==> src/rtl/fcs_pkg.sv <==
package fcs_pkg;

  // Effect of one candidate on one capacitor: 1 when it moves the
  // capacitor toward its target.
  function automatic logic cap_toward(input logic hi_on, input logic lo_on,
                                      input logic cur_pos, input logic need_chg);
    logic chg, dis;
    chg = hi_on & ~lo_on;
    dis = lo_on & ~hi_on;
    if (!cur_pos) begin
      chg = lo_on & ~hi_on;
      dis = hi_on & ~lo_on;
    end
    return need_chg ? chg : dis;
  endfunction

endpackage

==> src/rtl/fcs_cand_score.sv <==
module fcs_cand_score #(
  parameter int NP = 4,
  localparam int NC = NP - 1,
  localparam int SW = $clog2(NC + 1)
) (
  input  logic [NP-1:0]         cur_code,
  input  logic                  dir_up,
  input  logic [NC-1:0]         cap_low,
  input  logic                  cur_pos,
  output logic [NP-1:0]         cand_ok,
  output logic [NP-1:0][NP-1:0] cand_code,
  output logic [NP-1:0][SW-1:0] cand_score
);
  import fcs_pkg::*;

  for (genvar j = 0; j < NP; j++) begin : g_cand
    always_comb begin
      logic [NP-1:0] c;
      logic [SW-1:0] s;
      c = cur_code ^ (NP'(1) << j);
      s = '0;
      for (int k = 0; k < NC; k++) begin
        if (cap_toward(c[k+1], c[k], cur_pos, cap_low[k])) s = s + SW'(1);
      end
      cand_code[j]  = c;
      cand_score[j] = s;
      cand_ok[j]    = dir_up ? ~cur_code[j] : cur_code[j];
    end
  end

endmodule

==> src/rtl/fcs_pick.sv <==
module fcs_pick #(
  parameter int NP = 4,
  parameter int SW = 2
) (
  input  logic [NP-1:0]         cand_ok,
  input  logic [NP-1:0][NP-1:0] cand_code,
  input  logic [NP-1:0][SW-1:0] cand_score,
  output logic [NP-1:0]         pick_code,
  output logic                  pick_ok
);
  always_comb begin
    logic [SW-1:0] best;
    pick_ok   = 1'b0;
    pick_code = '0;
    best      = '0;
    for (int j = 0; j < NP; j++) begin
      if (cand_ok[j]) begin
        if (!pick_ok || cand_score[j] > best ||
            (cand_score[j] == best && cand_code[j] < pick_code)) begin
          pick_ok   = 1'b1;
          pick_code = cand_code[j];
          best      = cand_score[j];
        end
      end
    end
  end
endmodule

==> src/rtl/fcs_fault_latch.sv <==
module fcs_fault_latch #(
  parameter int NCH = 8
) (
  input  logic           clk,
  input  logic           rst_n,
  input  logic [NCH-1:0] flag_in,
  output logic [NCH-1:0] flag_q,
  output logic           any_q
);
  logic [NCH-1:0] flag_d;

  always_comb flag_d = flag_q | flag_in;

  always_ff @(posedge clk or negedge rst_n) begin
    if (!rst_n) flag_q <= '0;
    else        flag_q <= flag_d;
  end

  assign any_q = |flag_q;

  // a raised flag is captured at the next edge
  p_capture_r10: assert property (@(posedge clk) disable iff (!rst_n)
    (flag_in != '0) |=> ((flag_q & $past(flag_in)) == $past(flag_in)));

  // captured flags never clear before reset
  p_sticky_r10: assert property (@(posedge clk) disable iff (!rst_n)
    (flag_q != '0) |=> ((flag_q & $past(flag_q)) == $past(flag_q)));

endmodule

==> src/rtl/fcs_state_selector.sv <==
module fcs_state_selector #(
  parameter int NP = 4,
  localparam int NC  = NP - 1,
  localparam int LW  = $clog2(NP + 1),
  localparam int SW  = $clog2(NC + 1),
  localparam int NCH = 2 * NP
) (
  input  logic           clk,
  input  logic           rst_n,
  input  logic           tick,
  input  logic [LW-1:0]  level_req,
  input  logic [NC-1:0]  cap_low,
  input  logic           cur_pos,
  input  logic [NCH-1:0] ovc_flag,
  output logic [NP-1:0]  gate_hi,
  output logic [NP-1:0]  gate_lo,
  output logic [NP-1:0]  state_idx,
  output logic [LW-1:0]  level_now,
  output logic [NCH-1:0] ovc_latched
);
  // reset: asserted asynchronously, released through two flops
  logic [1:0] rst_pipe;
  logic       rst_s_n;

  always_ff @(posedge clk or negedge rst_n) begin
    if (!rst_n) rst_pipe <= 2'b00;
    else        rst_pipe <= {rst_pipe[0], 1'b1};
  end
  assign rst_s_n = rst_pipe[1];

  logic [NP-1:0] state_q, state_d;
  logic [LW-1:0] req_c;
  logic          dir_up, step_en, fault_any;

  logic [NP-1:0]         cand_ok;
  logic [NP-1:0][NP-1:0] cand_code;
  logic [NP-1:0][SW-1:0] cand_score;
  logic [NP-1:0]         pick_code;
  logic                  pick_ok;

  always_comb begin
    level_now = '0;
    for (int k = 0; k < NP; k++) level_now = level_now + LW'(state_q[k]);
  end

  always_comb req_c = (level_req > LW'(NP)) ? LW'(NP) : level_req;
  always_comb dir_up = (req_c > level_now);

  fcs_cand_score #(.NP(NP)) u_score (
    .cur_code  (state_q),
    .dir_up    (dir_up),
    .cap_low   (cap_low),
    .cur_pos   (cur_pos),
    .cand_ok   (cand_ok),
    .cand_code (cand_code),
    .cand_score(cand_score)
  );

  fcs_pick #(.NP(NP), .SW(SW)) u_pick (
    .cand_ok   (cand_ok),
    .cand_code (cand_code),
    .cand_score(cand_score),
    .pick_code (pick_code),
    .pick_ok   (pick_ok)
  );

  fcs_fault_latch #(.NCH(NCH)) u_fault (
    .clk    (clk),
    .rst_n  (rst_s_n),
    .flag_in(ovc_flag),
    .flag_q (ovc_latched),
    .any_q  (fault_any)
  );

  always_comb begin
    step_en = tick & ~fault_any & ~(|ovc_flag) & (req_c != level_now) & pick_ok;
    state_d = state_q;
    if (step_en) state_d = pick_code;
  end

  always_ff @(posedge clk or negedge rst_s_n) begin
    if (!rst_s_n) state_q <= '0;
    else          state_q <= state_d;
  end

  assign state_idx = state_q;
  assign gate_hi   = fault_any ? '0 : state_q;
  assign gate_lo   = fault_any ? '0 : ~state_q;

  // any state change flips exactly one pair
  p_one_pair_r5: assert property (@(posedge clk) disable iff (!rst_s_n)
    (state_q != $past(state_q)) |-> ($countones(state_q ^ $past(state_q)) == 1));

  // no tick, no change
  p_hold_no_tick_r3: assert property (@(posedge clk) disable iff (!rst_s_n)
    !tick |=> $stable(state_q));

  // healthy gates are complementary
  p_complement_r2: assert property (@(posedge clk) disable iff (!rst_s_n)
    !fault_any |-> (gate_hi == ~gate_lo));

  // latched fault forces all gates off
  p_fault_off_r10: assert property (@(posedge clk) disable iff (!rst_s_n)
    fault_any |-> (gate_hi == '0 && gate_lo == '0));

  // a flag arriving with a tick blocks the step
  p_collide_r11: assert property (@(posedge clk) disable iff (!rst_s_n)
    (tick && ovc_flag != '0) |=> $stable(state_q));

endmodule

==> config.mk <==
export PLATFORM = sky130hd
export DESIGN_NAME = fcs_state_selector
export DESIGN_NICKNAME = d
export VERILOG_FILES = /design/src/rtl/fcs_pkg.sv /design/src/rtl/fcs_cand_score.sv /design/src/rtl/fcs_pick.sv /design/src/rtl/fcs_fault_latch.sv /design/src/rtl/fcs_state_selector.sv
export SDC_FILE = /design/constraint.sdc
export NUM_CORES = 1
export LEC_CHECK = 0
export BUFFER_PORTS_ARGS = -buffer_cell sky130_fd_sc_hd__buf_2
export CAP_MARGIN = 10
export CORE_ASPECT_RATIO = 1.2
export CORE_MARGIN = 8
export CORE_UTILIZATION = 40
export CTS_CLUSTER_DIAMETER = 100
export CTS_CLUSTER_SIZE = 28
export DETAILED_ROUTE_END_ITERATION = 6
export SLEW_MARGIN = 20
export SYNTH_ARGS = -nofsm -noshare
export SYNTH_HDL_FRONTEND = slang
export SYNTH_SLANG_ARGS = --single-unit
==> constraint.sdc <==
create_clock -name clk -period 2.8 [get_ports clk]
set_clock_uncertainty 0.2 [all_clocks]
set_input_delay 0.14 -clock clk [delete_from_list [all_inputs] [get_ports clk]]
set_output_delay 0.14 -clock clk [all_outputs]
set_load 0.02 [all_outputs]
; Word level (Yosys, flattened, before mapping)
; Index checks and enable logic that the tools add are counted.
[classes]
n_addsub = 10
magnitude_cmp = 8
eq_ne = 5
muxes = 58
n_bitwise = 24
reduce_logical = 15
[op_table]
columns = cell, count
row1 = 2-to-1 mux 4 bit, 9
row2 = 2-to-1 mux 1 bit, 35
row3 = 2-to-1 mux 2 bit, 13
row4 = bitwise AND 1 bit, 16
row5 = OR reduction 8 bit, 2
row6 = < comparator 4 bit, 3
row7 = adder 2 x 1 -> 2 bit (second input constant), 4
row8 = OR 8 bit, 1
row9 = adder 1 x 1 -> 2 bit (second input constant), 3
row10 = equality test 2 bit, 3
row11 = greater-than comparator 2 bit, 3
row12 = logical OR 1 bit, 6
row13 = NOT 1 bit, 6
row14 = NOT 4 bit, 1
row15 = adder 2 x 1 -> 3 bit, 1
row16 = adder 3 x 1 -> 3 bit, 1
row17 = greater-than comparator 3 bit, 1
row18 = greater-than comparator 3 bit (second input constant), 1
row19 = logical AND 1 bit, 3
row20 = logical NOT 1 bit, 3
row21 = 2-to-1 mux 3 bit, 1
row22 = inequality test 3 bit, 1
row23 = adder 1 x 1 -> 2 bit, 1
row24 = inequality test 2 bit (second input constant), 1
row25 = AND reduction 2 bit, 1
[totals]
ff_bits = 14
out_inout_bits = 23
elab_cells = 124

; Logic depth before layout (Yosys ltp)
; Gate-level depths: netlist of the first run.
[logic_depth]
word_depth = 27
mapped_depth = 35

; Modules after synthesis
; A second synthesis of the first run with hierarchy kept.
[unflattened]
cells_unflattened = 259
hier_area_um2 = 2088.3
[modules_own_cells]
columns = module, instances, cells_per_inst, area_per_inst_um2
row1 = fcs_pick, 1, 110, 797.0
row2 = fcs_cand_score, 1, 84, 573.0
row3 = fcs_state_selector, 1, 46, 451.7
row4 = fcs_fault_latch, 1, 19, 266.5

; Worst setup path after synthesis of the first run
; Ideal clock, no wire load.
[synth_path]
kind = register -> register
from = register state_q[0] (netlist: state_idx[0])
to = register state_q[0] (netlist: state_idx[0])
setup_ps = 125
arrival_ps = 7270
slack_ps = -4796
stages_incl_launch_ff = 35
n_path_buf = 3
period_less_slack_ps = 7596
cell_sequence = dfrtp_1 -> fa_1 -> ha_1 -> ha_1 -> inv_1 -> ha_1 -> and3_2 -> a21o_4 -> clkinv_8 -> ha_1 -> clkbuf_1 -> a211oi_1 -> inv_1 -> ha_1 -> and3_1 -> o21bai_1 -> and2_1 -> clkbuf_2 -> mux2_2 -> ha_1 -> nand2_1 -> a211o_1 -> a31oi_1 -> o21ba_1 -> buf_6 -> nand2_1 -> o21a_1 -> ha_1 -> nand2b_1 -> a21oi_1 -> nor2_1 -> a221oi_4 -> nor4_4 -> nor4_4 -> mux2_4
[synth_via]
elab_cells_between_ends = 83
classes_between = add/sub (10) / order compare (7) / eq/ne (5) / mux (41) / bitwise (7) / reduce/logical (13)
[synth_lines]
columns = element, line
row1 = start: declaration, fcs_state_selector.sv:31  ; logic [NP-1:0] state_q, state_d;
row2 = start signal: assignment, fcs_state_selector.sv:83  ; else state_q <= state_d;
row3 = adder 1 x 1 -> 2 bit (*), fcs_state_selector.sv:43  ; for (int k = 0; k < NP; k++) level_now = level_now + LW'(state_q[k]);
row4 = adder 2 x 1 -> 3 bit (*), fcs_state_selector.sv:43
row5 = adder 3 x 1 -> 3 bit (*), fcs_state_selector.sv:43
row6 = via level_now[1], fcs_state_selector.sv:18  ; output logic [LW-1:0] level_now,
row7 = greater-than comparator 3 bit, fcs_state_selector.sv:47  ; always_comb dir_up = (req_c > level_now);
row8 = 2-to-1 mux 1 bit, fcs_cand_score.sv:27  ; cand_ok[j] = dir_up ? ~cur_code[j] : cur_code[j];
row9 = "2-to-1 mux 4 bit, or another cell as far along", fcs_pick.sv:17  ; if (cand_ok[j]) begin
row10 = "< comparator 4 bit, or another cell as far along", fcs_pick.sv:19  ; (cand_score[j] == best && cand_code[j] < pick_code)) begin
row11 = [8 not listed], --
row12 = "2-to-1 mux 4 bit, or another cell as far along", fcs_pick.sv:17
row13 = "< comparator 4 bit, or another cell as far along", fcs_pick.sv:19
row14 = logical AND 1 bit / logical OR 1 bit (equally long branches), "fcs_pick.sv:19, fcs_pick.sv:18"
row15 = logical OR 1 bit, fcs_pick.sv:18  ; if (!pick_ok || cand_score[j] > best ||
row16 = 2-to-1 mux 1 bit, fcs_pick.sv:18
row17 = 2-to-1 mux 1 bit, fcs_pick.sv:17
row18 = bitwise AND 1 bit, fcs_state_selector.sv:76  ; step_en = tick & ~fault_any & ~(|ovc_flag) & (req_c != level_now) & pick_ok;
row19 = AND reduction 2 bit (no line), --
; Mark *: on every way through the listed nets, which the timed path passes. The rest lies on a longest branch. The select of a mux whose other input is x is not followed.
; A chain may end at the register's enable or synchronous reset.

; Final worst setup path of the first run
[layout_path]
from = register state_q[1] (netlist: state_idx[1])
to = register state_q[0] (netlist: state_idx[0])
[layout_via]
elab_chain_cells = 27
elab_cells_between_ends = 94
classes_between = add/sub (10) / order compare (7) / eq/ne (5) / mux (48) / bitwise (11) / reduce/logical (13)
[layout_lines]
columns = element
row1 = "parallel branches: the longest is 27 deep, another holds < comparator 4 bit"
; Several ways; the timed one is not identified. The select of a mux whose other input is x is not followed.

==> results of run 1 <==
==> cell families (layout without fill, tap and decap cells) <==
| group | Yosys count | in the layout |
|---|---|---|
| adders and majority gates | 31 | 31 |
| buffers and inverters | 25 | 143 |
| muxes | 11 | 11 |
| AOI/OAI and AO/OA | 38 | 38 |
| xor gates and xnor gates | 10 | 10 |
| DFF | 14 | 14 |
| other | 1 | 1 |
| and+or+nand+nor | 86 | 86 |
==> synthesized netlist by cell type (6+ instances only) <==
library cell	instances	area share
a21oi_1	8	0.021
dfrtp_1	14	0.19
ha_1	30	0.20
inv_1	13	0.026
mux2i_1	7	0.037
nand2_1	20	0.040
nand3_1	6	0.016
nor2_1	18	0.036
nor4_1	6	0.020
o21ai_0	8	0.021
or2_2	10	0.033
xnor2_1	6	0.028
==> path summary, 6_finish.rpt <==
| kind | startpoint | endpoint | slack (ns) | depth (start not counted) |
|---|---|---|---|---|
| worst max-delay path | state_idx[1] | state_idx[0] | -3.98 | 32 |
| worst min-delay path | rst_n | rst_pipe[0] | 0.01 | 2 |
| worst max register to register | state_idx[1] | state_idx[0] | -3.98 | 32 |
| worst min register to register | rst_pipe[0] | rst_pipe[1] | 0.15 | 0 |
| max in group asynchronous | rst_pipe[1] | state_idx[0] | 1.59 | 1 |
| min in group clk | rst_pipe[0] | rst_pipe[1] | 0.15 | 0 |
==> state kept, by name, summed over array words and instances, names as in the netlist <==
name and count:
rst_pipe 2, state_idx 4, u_fault.flag_q 8
==> power by group through the flow <==
stage	Clock [mW]	Combinational (mW)	Sequential, mW
after floorplan	0	0.235	0.210
after global placement	0	0.351	0.211
after detailed placement	0	0.357	0.211
after CTS	0.169	0.421	0.205
after global routing	0.180	0.523	0.205
final	0.165	0.482	0.205
==> what timing repair did <==
| item | CTS | global route |
|---|---|---|
| endpoints found under the hold margin | 14 | 0 |
| hold buffers | 11 | 0 |
| setup buffers | 12 | 6 |
| gates resized for setup | 20 | 22 |
| pin swaps | 23 | 23 |
| setup endpoints to repair | 4 | 4 |
| gates cloned | 0 | 0 |
==> layer usage <==
metal | up-vias | global-route usage | routed length [um]
met3 | 13 | 0.01892 | 117
met2 | 33 | 0.3128 | 3357
met1 | 943 | 0.1795 | 2412
met5 | - | 0 | 0
li1 | 998 | - | -
met4 | 0 | 0.02632 | 91
==> cell type report <==
cell class,instances,area share
Inverter,16,0.02342
Clock buffer,4,0.01453
Sequential cell,14,0.1138
Timing Repair Buffer,123,0.2769
Tap cell,58,0.02342
Multi-Input combinational cell,177,0.5478
==> critical path, delay by kind of cell (launching register included) <==
kind            cells  cell delay (ns)
compound gates      9             1.68
fa+ha+maj           8             2.29
buf+inv             3             0.23
flops               1             0.41
mux                 2             0.51
simple gates       10             1.33
==> stage by stage <==
step	hold WS, ns	area, um^2	utilization
4_1_cts	0.01058	2940	0.6447
5_1_grt	0.01649	3099	0.6796
6_report	0.01033	3099	0.6796
3_3_place_gp	-0.2745	2603	0.5706
3_5_place_dp	-0.2737	2603	0.5706
2_1_floorplan	-0.3556	1982	-
==> results.ini, run 1 <==
[clock_tree]
cts-root-buf = clkbuf_8
cts.sinks = 14
clock_path_buffers = 2
h-tree-depth = 1
cts_tree = done
clkTransAtPathRegs_ns = 0.06
insertion_delay_ns = 0.25
numCtsBuffers = 3

[power_and_ir_drop]
p_comb_frac = 0.566
p_int_mw = 0.5695
irDropWorstVdd_v = 0.0004700
p_clk_frac = 0.194
pwr-share-seq = 0.240
p_switching_mw = 0.2823
power_density_nw_per_um2 = 274.8
p_leak_nw = 1.420
swShare = 0.3314
finalPower_mw = 0.8518

[die]
core_um2 = 4561
die_y_um = 90.89
die_w_um = 78.41
start_util = 0.4099
io_pins = 41
die-area_um2 = 7126
fp-row-count = 27

[final_layout]
multi_input_area_um2 = 1698
final_cell_mix = 70 x buf_4, 40 x buf_2, 19 x ha_1
drive_above_1_share = 0.5449
antenna_cells = 0
num-fill-cells = 364
layout_commonest_cell = buf_4
regArea_um2 = 352.8
syn2layout_area_growth_pct = 65.80
final_nets = 384
final_cells = 392

[route]
viasPerCell = 5.069
drcViolationCount = 0
dr.first_iter.drc_count = 76
first_pass_iters = 4
avgRoutedWirePerCell_um = 15.25
detail-route-antenna-nets = 0
via_count = 1987
routed_wl_um = 5979

[synthesis]
ys_seq_area_frac = 0.1874
async_flop_share = 1.000
synthSimpleGateAreaFrac = 0.2617
ys_seq_elements = 14
syn_area_per_cell_um2 = 8.654
synthXorXnorAreaFrac = 0.05689
synth-main-ff-cell = dfrtp_1
syn_inst = 216
synth_edf_count = 0
synth_nets = 265
netlist_area_um2 = 1869
ys.warnings.count = 0
synth_top_family_by_area = simple AND/OR/NAND/NOR gates
synthMuxAreaShare = 0.06359
synth-compound-area-share = 0.1533
synth_fa_ha_area_frac = 0.2115
ys_types = 52

[critical_path]
slowest_stage = fa_1
crit_type = flop to flop
startpoint_type = flop
critical_path_arrival_ns = 6.71
cp_max_fo = 5
required_ns = 2.73
slowest_delay_ns = 0.48
end_kind = flop
cp_common_cell = ha_4

[global_route]
grt_pass1_wl_um = 9473
grt_max_degree = 24
antenna_found_initial = 0
grt-ovfl-total = 0
grt_pass1_vias = 2031
grt_use_total = 0.1611

[placed_design]
routabilityCongestion = 0.8003
dp_hpwl_um = 4143
port_buffers = 40
place_ws_ns = -4.192
dp.cells = 360

[sta]
min_period_ns = 6.776
setup_viol = 4
worst_slew_pin_slew_ns = 0.6959
fmax_mhz = 147.6
finalHoldViolCount = 0
fin_tns_setup_ns = -15.53
rsz0062_at_grt = yes
layout_setup_ws_ns = -3.976
slew_headroom = 0.5302
report.final.slew_viol_count = 0
fin_crit_sh = 2.420

[outcome]
outcome = finished, violations left
violations = setup timing

[min_path]
hp-class = input port to asynchronous set/reset pin

[flow_run]
maxCapViolCount = 0

(Power assumes the default switching activity.)
==> inputs of run 2 (changes only) <==
--- a/config.mk
+++ b/config.mk
@@ -9,10 +9,11 @@
 export CAP_MARGIN = 10
 export CORE_ASPECT_RATIO = 1.2
 export CORE_MARGIN = 8
-export CORE_UTILIZATION = 40
+export CORE_UTILIZATION = 49
 export CTS_CLUSTER_DIAMETER = 100
 export CTS_CLUSTER_SIZE = 28
 export DETAILED_ROUTE_END_ITERATION = 6
+export PLACE_DENSITY = 0.73
 export SLEW_MARGIN = 20
 export SYNTH_ARGS = -nofsm -noshare
 export SYNTH_HDL_FRONTEND = slang
==> run 2 against run 1 <==
Against the previous run: critical path type unchanged; sequential power about the same; the run ends with hold timing, setup timing left; largest cell class unchanged; sequential share of layout area about the same; design area down 0.12%.
==> results.ini, run 2 (synthesized netlist as in run 1, its figures left out) <==
[global_route]
grt-ovfl-total = 0  ; unchanged
grt_pass1_vias = 2267  ; +12%
antenna_found_initial = 0  ; unchanged
grt_use_total = 0.2207  ; +0.05962
grt_max_degree = 24  ; unchanged
grt_pass1_wl_um = 10740  ; +13%

[critical_path]
end_kind = flop
worstRegToRegCells = 32  ; unchanged
required_ns = 2.73  ; about the same
crit_type = flop to flop
slowest_stage = fa_1
startpoint_type = flop
cp_common_cell = ha_4
critical_path_arrival_ns = 6.90  ; +0.19 ns
cp_max_fo = 4  ; -1
slowest_delay_ns = 0.48  ; about the same

[flow_run]
maxCapViolCount = 0  ; unchanged

[power_and_ir_drop]
p_switching_mw = 0.3157  ; +12%
power_density_nw_per_um2 = 296.3  ; +7.8%
p_leak_nw = 1.426  ; +0.36%
swShare = 0.3443  ; +0.01286
p_clk_frac = 0.211  ; +0.017
p_comb_frac = 0.563  ; -0.003
pwr-share-seq = 0.226  ; -0.014
irDropWorstVdd_v = 0.0002160  ; -54%
p_int_mw = 0.6013  ; +5.6%

[final_layout]
layout_commonest_cell = buf_4
largest_reg_flops = 8  ; unchanged
final_nets = 384  ; unchanged
largest-register = u_fault.flag_q
final_util = 0.8519  ; +0.1724
final_cells = 386  ; -1.5%
final_cell_mix = 74 x buf_4, 40 x buf_2, 18 x ha_1
syn2layout_area_growth_pct = 65.60
num-fill-cells = 194  ; -47%
drive_above_1_share = 0.5659  ; +0.02096
antenna_cells = 0  ; unchanged

[clock_tree]
cts_tree = done
h-tree-depth = 1  ; unchanged
insertion_delay_ns = 0.24  ; about the same
numCtsBuffers = 3  ; unchanged
cts-root-buf = clkbuf_8
clkTransAtPathRegs_ns = 0.06  ; about the same
cts.sinks = 14  ; unchanged
clock_path_buffers = 2  ; unchanged

[outcome]
outcome = finished, violations left
violations = hold timing, setup timing

[placed_design]
routabilityCongestion = 0.9140  ; +14%
place_ws_ns = -4.274  ; -0.08238 ns
dp.cells = 356  ; -1.1%
dp_hpwl_um = 4312  ; +4.1%
port_buffers = 40  ; unchanged

[die]
fp-row-count = 24  ; -11%
die_y_um = 83.66  ; -7.9%
io_pins = 41  ; unchanged
die-area_um2 = 6056  ; -15%
die_w_um = 72.39  ; -7.7%
core_um2 = 3633  ; -20%
start_util = 0.5145  ; +0.1046

[route]
detail-route-antenna-nets = 0  ; unchanged
drcViolationCount = 0  ; unchanged
dr.first_iter.drc_count = 204  ; +170%
via_count = 2180  ; +9.7%
routed_wl_um = 7350  ; +23%
first_pass_iters = 4  ; unchanged
viasPerCell = 5.648  ; +11%
avgRoutedWirePerCell_um = 19.04  ; +25%

[sta]
fmax_mhz = 143.5  ; -2.8%
whs_ns = -0.005942  ; -0.01627 ns
rsz0062_at_grt = yes
finalHoldViolCount = 6  ; +6
worst_slew_pin_slew_ns = 0.5721  ; -0.1238 ns
fin_crit_sh = 2.489  ; +0.06879
layout_setup_ws_ns = -4.169  ; -0.1926 ns
fin_tns_setup_ns = -16.31  ; -0.7801 ns
min_period_ns = 6.969  ; +0.1926 ns
report.final.slew_viol_count = 0  ; unchanged
setup_viol = 4  ; unchanged
slew_headroom = 0.6138  ; +0.08360

[min_path]
hp-class = flop to asynchronous set/reset pin

run 2: changes by cell type in the layout (fill, tap and decap cells not counted), sizes merged:
cell         before  now
dlygate4sd3      11    9
buf             112  114
run 2: metal layers:
| metal | up-vias | share of wire | GRT usage |
|---|---|---|---|
| li1 | 990 | - | - |
| met1 | 1025 | 0.34 | 0.2156 |
| met2 | 125 | 0.54 | 0.4296 |
| met3 | 40 | 0.056 | 0.02163 |
| met4 | 0 | 0.056 | 0.1168 |
| met5 | - | 0 | 0 |
run 2: worst paths after layout:
kind                              start           endpoint  slack, ns
max                        state_idx[1]       state_idx[1]      -4.17
min                         rst_pipe[1]  u_fault.flag_q[3]     -0.006
max reg2reg                state_idx[1]       state_idx[1]      -4.17
min reg2reg                 rst_pipe[1]  u_fault.flag_q[3]     -0.006
max in group asynchronous   rst_pipe[1]       state_idx[0]       2.05
min in group clk            rst_pipe[0]        rst_pipe[1]       0.16
run 2: power by group through the flow:
| stage | clock network (mW) | registers [mW] | logic (mW) |
|---|---|---|---|
| 2_1_floorplan | 0 | 0.210 | 0.235 |
| 3_3_place_gp | 0 | 0.211 | 0.347 |
| 3_5_place_dp | 0 | 0.211 | 0.359 |
| 4_1_cts | 0.193 | 0.208 | 0.415 |
| 5_1_grt | 0.200 | 0.208 | 0.543 |
| 6_report | 0.194 | 0.207 | 0.516 |
run 2: metrics by stage:
| stage | total power, mW | area, um^2 |
|---|---|---|
| after detailed placement | 0.5703 | 2610 |
| after global placement | 0.5582 | 2610 |
| final | 0.9170 | 3095 |
| after CTS | 0.8149 | 2935 |
| after floorplan | 0.4455 | 1982 |
| after global routing | 0.9507 | 3095 |
run 2: worst max-delay path: cells and delay by family (launching register included):
kind	cells	cell delay, ns
fa+ha+maj	8	2.16
compound gates	9	1.99
simple gates	9	1.15
mux	2	0.63
flops	1	0.42
buf+inv	4	0.32
run 2: what timing repair did:
| action | 4_1_cts | 5_1_grt |
|---|---|---|
| endpoints found under the hold margin | 10 | 0 |
| setup buffers | 9 | 8 |
| setup endpoints to repair | 4 | 4 |
| hold buffers | 9 | 0 |
| pin swaps | 23 | 24 |
| gates resized for setup | 21 | 22 |
run 2: final cells by class:
class / instances / area, um^2 / area share
flip-flops and latches: 14 / 352.8 / 0.1140
inverters: 16 / 75.07 / 0.02425
repair buffers: 123 / 845.8 / 0.2732
well taps: 52 / 65.06 / 0.02102
clock buffers: 4 / 55.05 / 0.01778
multi-input cells: 177 / 1702 / 0.5497
==> inputs of run 3 (changes only) <==
--- a/config.mk
+++ b/config.mk
@@ -9,11 +9,11 @@
 export CAP_MARGIN = 10
 export CORE_ASPECT_RATIO = 1.2
 export CORE_MARGIN = 8
-export CORE_UTILIZATION = 49
+export CORE_UTILIZATION = 59
 export CTS_CLUSTER_DIAMETER = 100
 export CTS_CLUSTER_SIZE = 28
 export DETAILED_ROUTE_END_ITERATION = 6
-export PLACE_DENSITY = 0.73
+export PLACE_DENSITY = 0.86
 export SLEW_MARGIN = 20
 export SYNTH_ARGS = -nofsm -noshare
 export SYNTH_HDL_FRONTEND = slang
==> run 3 against run 2 <==
Against the previous run: the flow now stops in 4_1_cts; synthesized cell count stayed put; synthesized area unchanged.
==> results.ini, run 3 <==
[outcome]
outcome = did not finish
haltStage = 4_1_cts
first-error = [ERROR DPL-0033] detailed placement checks failed during check placement.

[die]
die_w_um = 67.39  ; -6.9%
start_util = 0.6118  ; +0.09733
fp-row-count = 22  ; -8.3%
die_y_um = 77.66  ; -7.2%
io_pins = 41  ; unchanged

[synthesis]
ys_seq_area_frac = 0.1874  ; unchanged
netlist_area_um2 = 1869  ; unchanged
ys_seq_elements = 14  ; unchanged
synth_top_area_share = 0.2008  ; unchanged
synth_top_area_cell = ha_1
synth.area.top_cells = ha_1 20%, dfrtp_1 19%, nand2_1 4.0%
ys.warnings.count = 0  ; unchanged
synth_most_common_cell = ha_1
synth-main-ff-cell = dfrtp_1
synth_edf_count = 0  ; unchanged
syn_inst = 216  ; unchanged
async_flop_share = 1.000  ; unchanged
synth_nets = 265  ; unchanged
ys_types = 52  ; unchanged
syn_area_per_cell_um2 = 8.654  ; unchanged
yosys-top-cells-count = 30 x ha_1, 20 x nand2_1, 18 x nor2_1

[clock_tree]
cts-resized-gates = 21  ; unchanged
clock_path_buffers = 2  ; unchanged
h-tree-depth = 1  ; unchanged
cts_setup_buffers = 29  ; +20
cts.sinks = 14  ; unchanged
numCtsBuffers = 3  ; unchanged
cts-root-buf = clkbuf_4
holdBufCountCts = 11  ; +2

[placed_design]
dp.cells = 341  ; -4.2%
routabilityCongestion = 0.9057  ; -0.91%
dp_hpwl_um = 4435  ; +2.9%
port_buffers = 40  ; unchanged

-- run 3: cell counts after synthesis --
No cell type changed its count.
-- run 3: kinds of logic after synthesis --
family	synth area share
and+or+nand+nor	0.2617
buffers and inverters	0.06359
DFF	0.1874
AOI/OAI and AO/OA	0.1533
other	0.002006
adders and majority gates	0.2115
xor gates and xnor gates	0.05690
muxes	0.06359
-- run 3: per-stage QoR --
stage	hold slack (ns)	cell area, um^2	util	worst slack, ns
detailed placement	-0.2648	2597	0.8501	-4.195
global placement	-0.2749	2597	0.8501	-3.958
floorplan	-0.3556	1982	-	-4.399
==> inputs of run 4 (changes only) <==
--- a/config.mk
+++ b/config.mk
@@ -7,13 +7,10 @@
 export LEC_CHECK = 0
 export BUFFER_PORTS_ARGS = -buffer_cell sky130_fd_sc_hd__buf_2
 export CAP_MARGIN = 10
-export CORE_ASPECT_RATIO = 1.2
 export CORE_MARGIN = 8
-export CORE_UTILIZATION = 59
-export CTS_CLUSTER_DIAMETER = 100
-export CTS_CLUSTER_SIZE = 28
+export CORE_UTILIZATION = 40
 export DETAILED_ROUTE_END_ITERATION = 6
-export PLACE_DENSITY = 0.86
+export PLACE_DENSITY_LB_ADDON = 0.15
 export SLEW_MARGIN = 20
 export SYNTH_ARGS = -nofsm -noshare
 export SYNTH_HDL_FRONTEND = slang
==> run 4 against run 3 <==
Against the previous run: the flow now finishes, with violations (hold timing, setup timing).
==> results.ini, run 4 (synthesized netlist as in run 1, its figures left out) <==
[sta]
layout_setup_ws_ns = -4.026
finalHoldViolCount = 12
fin_crit_sh = 2.438
min_period_ns = 6.826
rsz0062_at_grt = yes
fin_tns_setup_ns = -15.46
setup_viol = 4
report.final.slew_viol_count = 0
whs_ns = -0.01239
worst_slew_pin_slew_ns = 0.6951
slew_headroom = 0.5307
fmax_mhz = 146.5

[die]
start_util = 0.4038  ; -0.2080
die-area_um2 = 7117
die_y_um = 84.36  ; +8.6%
die_w_um = 84.36  ; +25%
fp-row-count = 25  ; +14%
io_pins = 41  ; unchanged
core_um2 = 4629

[power_and_ir_drop]
p_comb_frac = 0.546
p_int_mw = 0.5934
p_switching_mw = 0.2835
p_leak_nw = 1.399
swShare = 0.3233
pwr-share-seq = 0.236
p_clk_frac = 0.217
irDropWorstVdd_v = 0.0002829
power_density_nw_per_um2 = 286.2

[final_layout]
fin_area_um2 = 3064
final_cells = 382
num-fill-cells = 381
syn2layout_area_growth_pct = 63.92
layout_commonest_cell = buf_4
final_cell_mix = 65 x buf_4, 40 x buf_2, 18 x ha_1
drive_above_1_share = 0.5518
antenna_cells = 0
largest_reg_flops = 8
largest-register = u_fault.flag_q
final_nets = 378

[route]
dr.first_iter.drc_count = 55
routed.top_layer = met4
wl_met1_um = 2546
routed_wl_um = 5738
first_pass_iters = 4
drcViolationCount = 0
avgRoutedWirePerCell_um = 15.02
detail-route-antenna-nets = 0
viasPerCell = 5.045
via_count = 1927
wl_met2_um = 2961
dr_wl_met3_um = 153

[clock_tree]
numCtsBuffers = 3  ; unchanged
cts-root-buf = clkbuf_8
insertion_delay_ns = 0.24
clkTransAtPathRegs_ns = 0.06
clock_path_buffers = 2  ; unchanged
h-tree-depth = 1  ; unchanged
cts.sinks = 14  ; unchanged
cts_tree = done

[critical_path]
cp_common_cell = ha_4
startpoint_type = flop
critical_path_arrival_ns = 6.75
crit_type = flop to flop
required_ns = 2.73
end_kind = flop
slowest_delay_ns = 0.48
cp_max_fo = 5
slowest_stage = fa_1

[global_route]
grt_pass1_wl_um = 9025
antenna_found_initial = 0
grt-ovfl-total = 0
grt_use_total = 0.1549
grt_max_degree = 24
grt_pass1_vias = 1922

[placed_design]
place_ws_ns = -4.253  ; -0.05844 ns
port_buffers = 40  ; unchanged
dp_hpwl_um = 4154  ; -6.4%
routabilityCongestion = 0.8934  ; -1.4%
dp.cells = 356  ; +4.4%
dpl_cell_area_um2 = 2597  ; unchanged

[flow_run]
maxCapViolCount = 0

[outcome]
violations = hold timing, setup timing
outcome = finished, violations left

[min_path]
hp-class = flop to asynchronous set/reset pin

==> run 4: critical path: cells and delay by family (launching register included) <==
kind | cells | cell delay, ns
and+or+nand+nor | 9 | 1.17
DFF | 1 | 0.41
adders and majority gates | 8 | 2.33
AOI/OAI and AO/OA | 9 | 1.76
buffers and inverters | 3 | 0.17
muxes | 2 | 0.64
==> run 4: layout make-up <==
type                    instances  area (um^2)  area share
multi-input cells             177         1704      0.5561
flip-flops and latches         14        352.8      0.1151
repair buffers                117        812.0      0.2650
inverters                      16        72.57     0.02368
clock buffers                   4        55.05     0.01797
well taps                      54        67.56     0.02205
==> run 4: worst paths after layout <==
check	startpoint	end	slack (ns)	cells after the start
setup / recovery	state_idx[0]	state_idx[0]	-4.03	31
hold / removal	rst_pipe[1]	u_fault.flag_q[7]	-0.01	0
setup reg to reg	state_idx[0]	state_idx[0]	-4.03	31
hold reg to reg	rst_pipe[1]	u_fault.flag_q[7]	-0.01	0
max in group asynchronous	rst_pipe[1]	state_idx[0]	2.07	0
min in group clk	rst_pipe[0]	rst_pipe[1]	0.16	0
==> run 4: what timing repair did <==
item                       in CTS  in global routing
hold endpoints to repair       10                  0
cloned                          0                  0
setup buffers                   7                  6
gates resized for setup        23                 21
setup endpoints to repair       4                  4
pin swaps                      16                 28
hold buffers                    9                  0
==> run 4: metal layers <==
layer	vias to the layer above	GRT usage
li1	977	-
met2	30	0.2815
met4	0	0.03722
met5	-	0
met1	914	0.1842
met3	6	0.02341
==> run 4: power groups by stage <==
stage          sequential [mW]  combinational [mW]  clock, mW
3_5_place_dp             0.211               0.368          0
4_1_cts                  0.208               0.428      0.197
6_report                 0.207               0.479      0.190
3_3_place_gp             0.211               0.361          0
5_1_grt                  0.208               0.517      0.202
2_1_floorplan            0.210               0.235          0
==> run 4: metrics by stage <==
stage | total power [mW] | utilization
floorplan | 0.4455 | -
global placement | 0.5723 | 0.5611
detailed placement | 0.5788 | 0.5611
CTS | 0.8327 | 0.6286
global route | 0.9276 | 0.6619
finish | 0.8770 | 0.6619
